--- src/rtl/xosc_pkg.sv ---
package xosc_pkg;

  typedef enum logic [1:0] {
    PIN_GPIO   = 2'b00,
    PIN_XTAL   = 2'b01,
    PIN_EXTCLK = 2'b10
  } pin_mode_e;

  typedef struct packed {
    pin_mode_e in_mode;
    pin_mode_e out_mode;
    logic      pwr_en;
    logic      req;
  } xosc_out_t;

  localparam xosc_out_t XOSC_OUT_RST = '{
    in_mode:  PIN_GPIO,
    out_mode: PIN_GPIO,
    pwr_en:   1'b0,
    req:      1'b0
  };

endpackage

--- src/rtl/xosc_rst_sync.sv ---
module xosc_rst_sync #(
  parameter int STAGES = 2
) (
  input  logic clk,
  input  logic rst_n,
  output logic rst_n_sync
);

  logic [STAGES-1:0] sync_q;
  logic [STAGES-1:0] sync_d;

  always_comb begin
    sync_d = {sync_q[STAGES-2:0], 1'b1};
  end

  always_ff @(posedge clk or negedge rst_n) begin
    if (!rst_n) begin
      sync_q <= '0;
    end else begin
      sync_q <= sync_d;
    end
  end

  assign rst_n_sync = sync_q[STAGES-1];

endmodule

--- src/rtl/xosc_pin_decode.sv ---
module xosc_pin_decode
  import xosc_pkg::*;
(
  input  logic      in_fsel,
  input  logic      bypass,
  output pin_mode_e in_mode,
  output pin_mode_e out_mode,
  output logic      xtal_mode
);

  always_comb begin
    xtal_mode = in_fsel & ~bypass;
    if (!in_fsel) begin
      in_mode  = PIN_GPIO;
      out_mode = PIN_GPIO;
    end else if (bypass) begin
      in_mode  = PIN_EXTCLK;
      out_mode = PIN_GPIO;
    end else begin
      in_mode  = PIN_XTAL;
      out_mode = PIN_XTAL;
    end
  end

endmodule

--- src/rtl/xosc_demand.sv ---
module xosc_demand #(
  parameter int NUM_CLK   = 3,
  parameter int SEL_W     = 3,
  parameter int XTAL_CODE = 0
) (
  input  logic [NUM_CLK-1:0][SEL_W-1:0] sel,
  input  logic [NUM_CLK-1:0]            stop,
  output logic                          req
);

  localparam logic [SEL_W-1:0] CODE = SEL_W'(XTAL_CODE);

  logic [NUM_CLK-1:0] term;

  for (genvar g = 0; g < NUM_CLK; g++) begin : g_term
    assign term[g] = (sel[g] == CODE) & ~stop[g];
  end

  assign req = |term;

endmodule

--- src/rtl/xosc_out_reg.sv ---
module xosc_out_reg
  import xosc_pkg::*;
(
  input  logic      clk,
  input  logic      rst_n,
  input  xosc_out_t d,
  output xosc_out_t q
);

  xosc_out_t q_r;
  logic      ld_en;

  always_comb begin
    ld_en = (d != q_r);
  end

  always_ff @(posedge clk or negedge rst_n) begin
    if (!rst_n) begin
      q_r <= XOSC_OUT_RST;
    end else if (ld_en) begin
      q_r <= d;
    end
  end

  assign q = q_r;

endmodule

--- src/rtl/xosc_pin_ctrl.sv ---
module xosc_pin_ctrl
  import xosc_pkg::*;
#(
  parameter int SEL_W       = 3,
  parameter int XTAL_CODE   = 0,
  parameter int SYNC_STAGES = 2
) (
  input  logic             clk,
  input  logic             rst_n,
  input  logic             in_pin_fsel,
  input  logic             out_pin_fsel,
  input  logic             bypass,
  input  logic [SEL_W-1:0] aclk_sel,
  input  logic [SEL_W-1:0] mclk_sel,
  input  logic [SEL_W-1:0] smclk_sel,
  input  logic             osc_off,
  input  logic             cpu_off,
  input  logic             smclk_off,
  output logic [1:0]       in_pin_mode,
  output logic [1:0]       out_pin_mode,
  output logic             osc_power_en,
  output logic             osc_request
);

  localparam int NUM_CLK = 3;

  logic                          rst_n_sync;
  logic [NUM_CLK-1:0][SEL_W-1:0] sel_vec;
  logic [NUM_CLK-1:0]            stop_vec;
  logic                          req_c;
  logic                          xtal_c;
  pin_mode_e                     in_mode_c;
  pin_mode_e                     out_mode_c;
  xosc_out_t                     nxt;
  xosc_out_t                     cur;
  logic                          unused_out_fsel;

  assign unused_out_fsel = out_pin_fsel;

  xosc_rst_sync #(.STAGES(SYNC_STAGES)) u_rst_sync (
    .clk        (clk),
    .rst_n      (rst_n),
    .rst_n_sync (rst_n_sync)
  );

  xosc_pin_decode u_pin_decode (
    .in_fsel   (in_pin_fsel),
    .bypass    (bypass),
    .in_mode   (in_mode_c),
    .out_mode  (out_mode_c),
    .xtal_mode (xtal_c)
  );

  assign sel_vec  = {smclk_sel, mclk_sel, aclk_sel};
  assign stop_vec = {smclk_off, cpu_off, osc_off};

  xosc_demand #(
    .NUM_CLK   (NUM_CLK),
    .SEL_W     (SEL_W),
    .XTAL_CODE (XTAL_CODE)
  ) u_demand (
    .sel  (sel_vec),
    .stop (stop_vec),
    .req  (req_c)
  );

  always_comb begin
    nxt.in_mode  = in_mode_c;
    nxt.out_mode = out_mode_c;
    nxt.req      = req_c;
    nxt.pwr_en   = req_c & xtal_c;
  end

  xosc_out_reg u_out_reg (
    .clk   (clk),
    .rst_n (rst_n_sync),
    .d     (nxt),
    .q     (cur)
  );

  assign in_pin_mode  = cur.in_mode;
  assign out_pin_mode = cur.out_mode;
  assign osc_power_en = cur.pwr_en;
  assign osc_request  = cur.req;

endmodule

--- config.mk ---
export PLATFORM = sky130hd
export DESIGN_NAME = xosc_pin_ctrl
export DESIGN_NICKNAME = d
export VERILOG_FILES = /design/src/rtl/xosc_pkg.sv /design/src/rtl/xosc_rst_sync.sv /design/src/rtl/xosc_pin_decode.sv /design/src/rtl/xosc_demand.sv /design/src/rtl/xosc_out_reg.sv /design/src/rtl/xosc_pin_ctrl.sv
export SDC_FILE = /design/constraint.sdc
export NUM_CORES = 1
export LEC_CHECK = 0
export ABC_AREA = 1
export CAP_MARGIN = 20
export CORE_AREA = 2 2 39 41
export CTS_CLUSTER_SIZE = 28
export DETAILED_ROUTE_END_ITERATION = 8
export DIE_AREA = 0 0 41 43
export PLACE_DENSITY_LB_ADDON = 0.2
export SYNTH_ARGS = -nofsm -noshare
export SYNTH_HDL_FRONTEND = slang
export SYNTH_HIERARCHICAL = 1
export SYNTH_SLANG_ARGS = --single-unit
--- constraint.sdc ---
create_clock -name clk -period 1.07 [get_ports clk]
set_input_delay 0.321 -clock clk [delete_from_list [all_inputs] [get_ports clk]]
set_output_delay 0.321 -clock clk [all_outputs]
set_load 0.05 [all_outputs]
==> results.json <==
{
  "status": "complete, but fails checks",
  "violations": "negative setup slack",
  "fin_crit_sh_pct": 103,
  "htree_num_levels": 1,
  "crit_required_ns": 0.75,
  "die_w_um": 41,
  "dieArea_mm2": 0.00176,
  "antenna_found_initial": 0,
  "top_usage_layer": "met2",
  "endpoint_kind": "output pin",
  "cp_top_family": "flip-flops",
  "clk_pin_slew_ns": 0.05,
  "crit_type": "register to output pin",
  "synth_cell_type_count": 9,
  "r2r_end": "u_rst_sync/sync_q[1]$_DFF_PN0_",
  "first_global_vias": 211,
  "synth_area_um2": 322,
  "critPathArrivalTime_ns": 0.78,
  "dp.cells": 63,
  "vias": 231,
  "pwr_density_cell_mw_per_mm2": 1180,
  "drt-total-wl_um": 395,
  "drive_gt1_share_pct": 22.0,
  "die_h_um": 43,
  "path_max_fanout": 1,
  "syn2layout_area_growth_pct": 83.3,
  "port_buffers": 21,
  "p_leak_nw": 0.285,
  "setup_viol": 6,
  "grt_overflow_total": 0,
  "first_pass_iters": 2,
  "max_freq_ghz": 0.908,
  "start_util_pct": 23.2,
  "startpoint_type": "register",
  "avgSynthCellArea_um2": 9.19,
  "grt_max_degree": 7,
  "cts.sinks": 8,
  "ys_seq_area_share_pct": 62.3,
  "grtUsageMet2_pct": 8.75,
  "drt_iter0_drc": 2,
  "coreArea_mm2": 0.00138,
  "layout.nets": 69,
  "hp-class": "register to async pin",
  "finalSetupTns_ns": -0.182,
  "root_buffer": "clkbuf_4",
  "rr_worst_depth": 0,
  "drv_slew": 0,
  "worst-path-stages": 1,
  "worst_ir_drop_vdd_v": 0.000343,
  "grt_pass1_wl_um": 759,
  "cts_inserted_buffers": 3,
  "cp-endpoint": "osc_request",
  "cp_slowest_cell": "dfrtp_1",
  "yosys_warnings": 6,
  "place_congestion": 0.572,
  "finalHoldViolCount": 0,
  "post_cts_buffers": 0,
  "cts_tree": "built",
  "crit_buf_inv": 1,
  "fin_cells": 66,
  "reg2reg_setup_slack_ns": 0.60,
  "hold_buffers": 0,
  "dpl_cell_area_um2": 567,
  "diodes": 0,
  "synth_cells": 35,
  "fp-row-count": 14,
  "skew_ns": 0.000174,
  "finalCriticalPeriod_ns": 1.10,
  "routedWlPerCell_um": 5.98,
  "grt_use_met1_pct": 7.33,
  "stdcell_area_um2": 589,
  "fin_ws_ns": -0.0317,
  "final_util_pct": 42.6,
  "cts_resized": 0,
  "grtUsageTotal_pct": 6.90,
  "avgViaCountPerCell": 3.50,
  "clkLatencyLatePin_ns": 0.24,
  "grt_util_met3_pct": 3.14,
  "ant_nets": 0,
  "cp_slowest_stage_delay_ns": 0.39,
  "drc": 0,
  "path_cells": "buf_12",
  "clk_path_buf_depth": 2,
  "syn_nets": 52,
  "worstSetupStartpoint": "u_out_reg/q[0]$_DFFE_PN0P_",
  "drv_cap": 0,
  "n_fill_cell": 138,
  "grt_setup_unrepaired": "yes",
  "boundaryPins": 23,
  "ys_ff_latch": 8,
  "r2r_start": "u_rst_sync/sync_q[0]$_DFF_PN0_"
}
where the power goes:
part	switching [mW]	total (mW)	internal, mW
clock	0.0813	0.208	0.127
combinational	0.0620	0.158	0.0964
sequential	0.0130	0.332	0.319
layer usage:
layer / up-vias / share of wire, %
met5: - / 0
met4: 0 / 1.8
met3: 2 / 17
met2: 21 / 46
met1: 86 / 35
li1: 122 / -
synth_stat cells, drive strengths merged:
cell type,instances,share of area (%)
nand3,1,3.1
dfrtp,8,62
inv,3,3.5
buf,3,7.0
nand2,5,5.8
conb,2,2.3
clkbuf,6,7.0
nor2,7,9.0
area by class of cell:
| cell class | instances | area [um2] | share of cell area, % |
|---|---|---|---|
| Inverter | 3 | 11.3 | 1.91 |
| Timing Repair Buffer | 21 | 270 | 45.9 |
| Clock buffer | 3 | 22.5 | 3.82 |
| Multi-Input combinational cell | 15 | 65.1 | 11.0 |
| Sequential cell | 8 | 200 | 34.0 |
| Tap cell | 16 | 20.0 | 3.40 |
through the flow:
| step | power, mW | setup WS (ns) | hold WS (ns) |
|---|---|---|---|
| global route | 0.743 | -0.0695 | 0.120 |
| global placement | 0.496 | -0.110 | 0.0920 |
| CTS | 0.709 | -0.0430 | 0.0953 |
| detailed placement | 0.497 | -0.109 | 0.0909 |
| floorplan | 0.399 | 0.163 | 0.0254 |
| finish | 0.698 | -0.0317 | 0.0851 |
worst min-delay path by stage:
stage | startpoint | endpoint | depth (start not counted)
floorplan | rst_n | u_rst_sync/sync_q[0]$_DFF_PN0_ | 0
global placement | u_rst_sync/sync_q[1]$_DFF_PN0_ | u_out_reg/q[5]$_DFFE_PN0P_ | 0
detailed placement | u_rst_sync/sync_q[1]$_DFF_PN0_ | u_out_reg/q[5]$_DFFE_PN0P_ | 0
CTS | u_rst_sync/sync_q[1]$_DFF_PN0_ | u_out_reg/q[5]$_DFFE_PN0P_ | 0
global route | u_rst_sync/sync_q[1]$_DFF_PN0_ | u_out_reg/q[2]$_DFFE_PN0P_ | 0
finish | u_rst_sync/sync_q[1]$_DFF_PN0_ | u_out_reg/q[2]$_DFFE_PN0P_ | 0
cells in the final DEF, fill, tap and decap left out, drive strengths merged:
master	instances
nor2	7
clkbuf	3
clkdlybuf4s50	15
conb	2
nand2	5
buf	6
nand3	1
dfrtp	8
inv	3
kinds of logic after synthesis:
logic type	synth area share [%]
buf+inv	17.5
flops	62.3
other cells	2.34
simple gates	17.9
flip-flops by register name (all words and copies together) (netlist names):
register / cells
u_rst_sync/sync_q: 2
u_out_reg/q: 6
(Power assumes the default switching activity.)
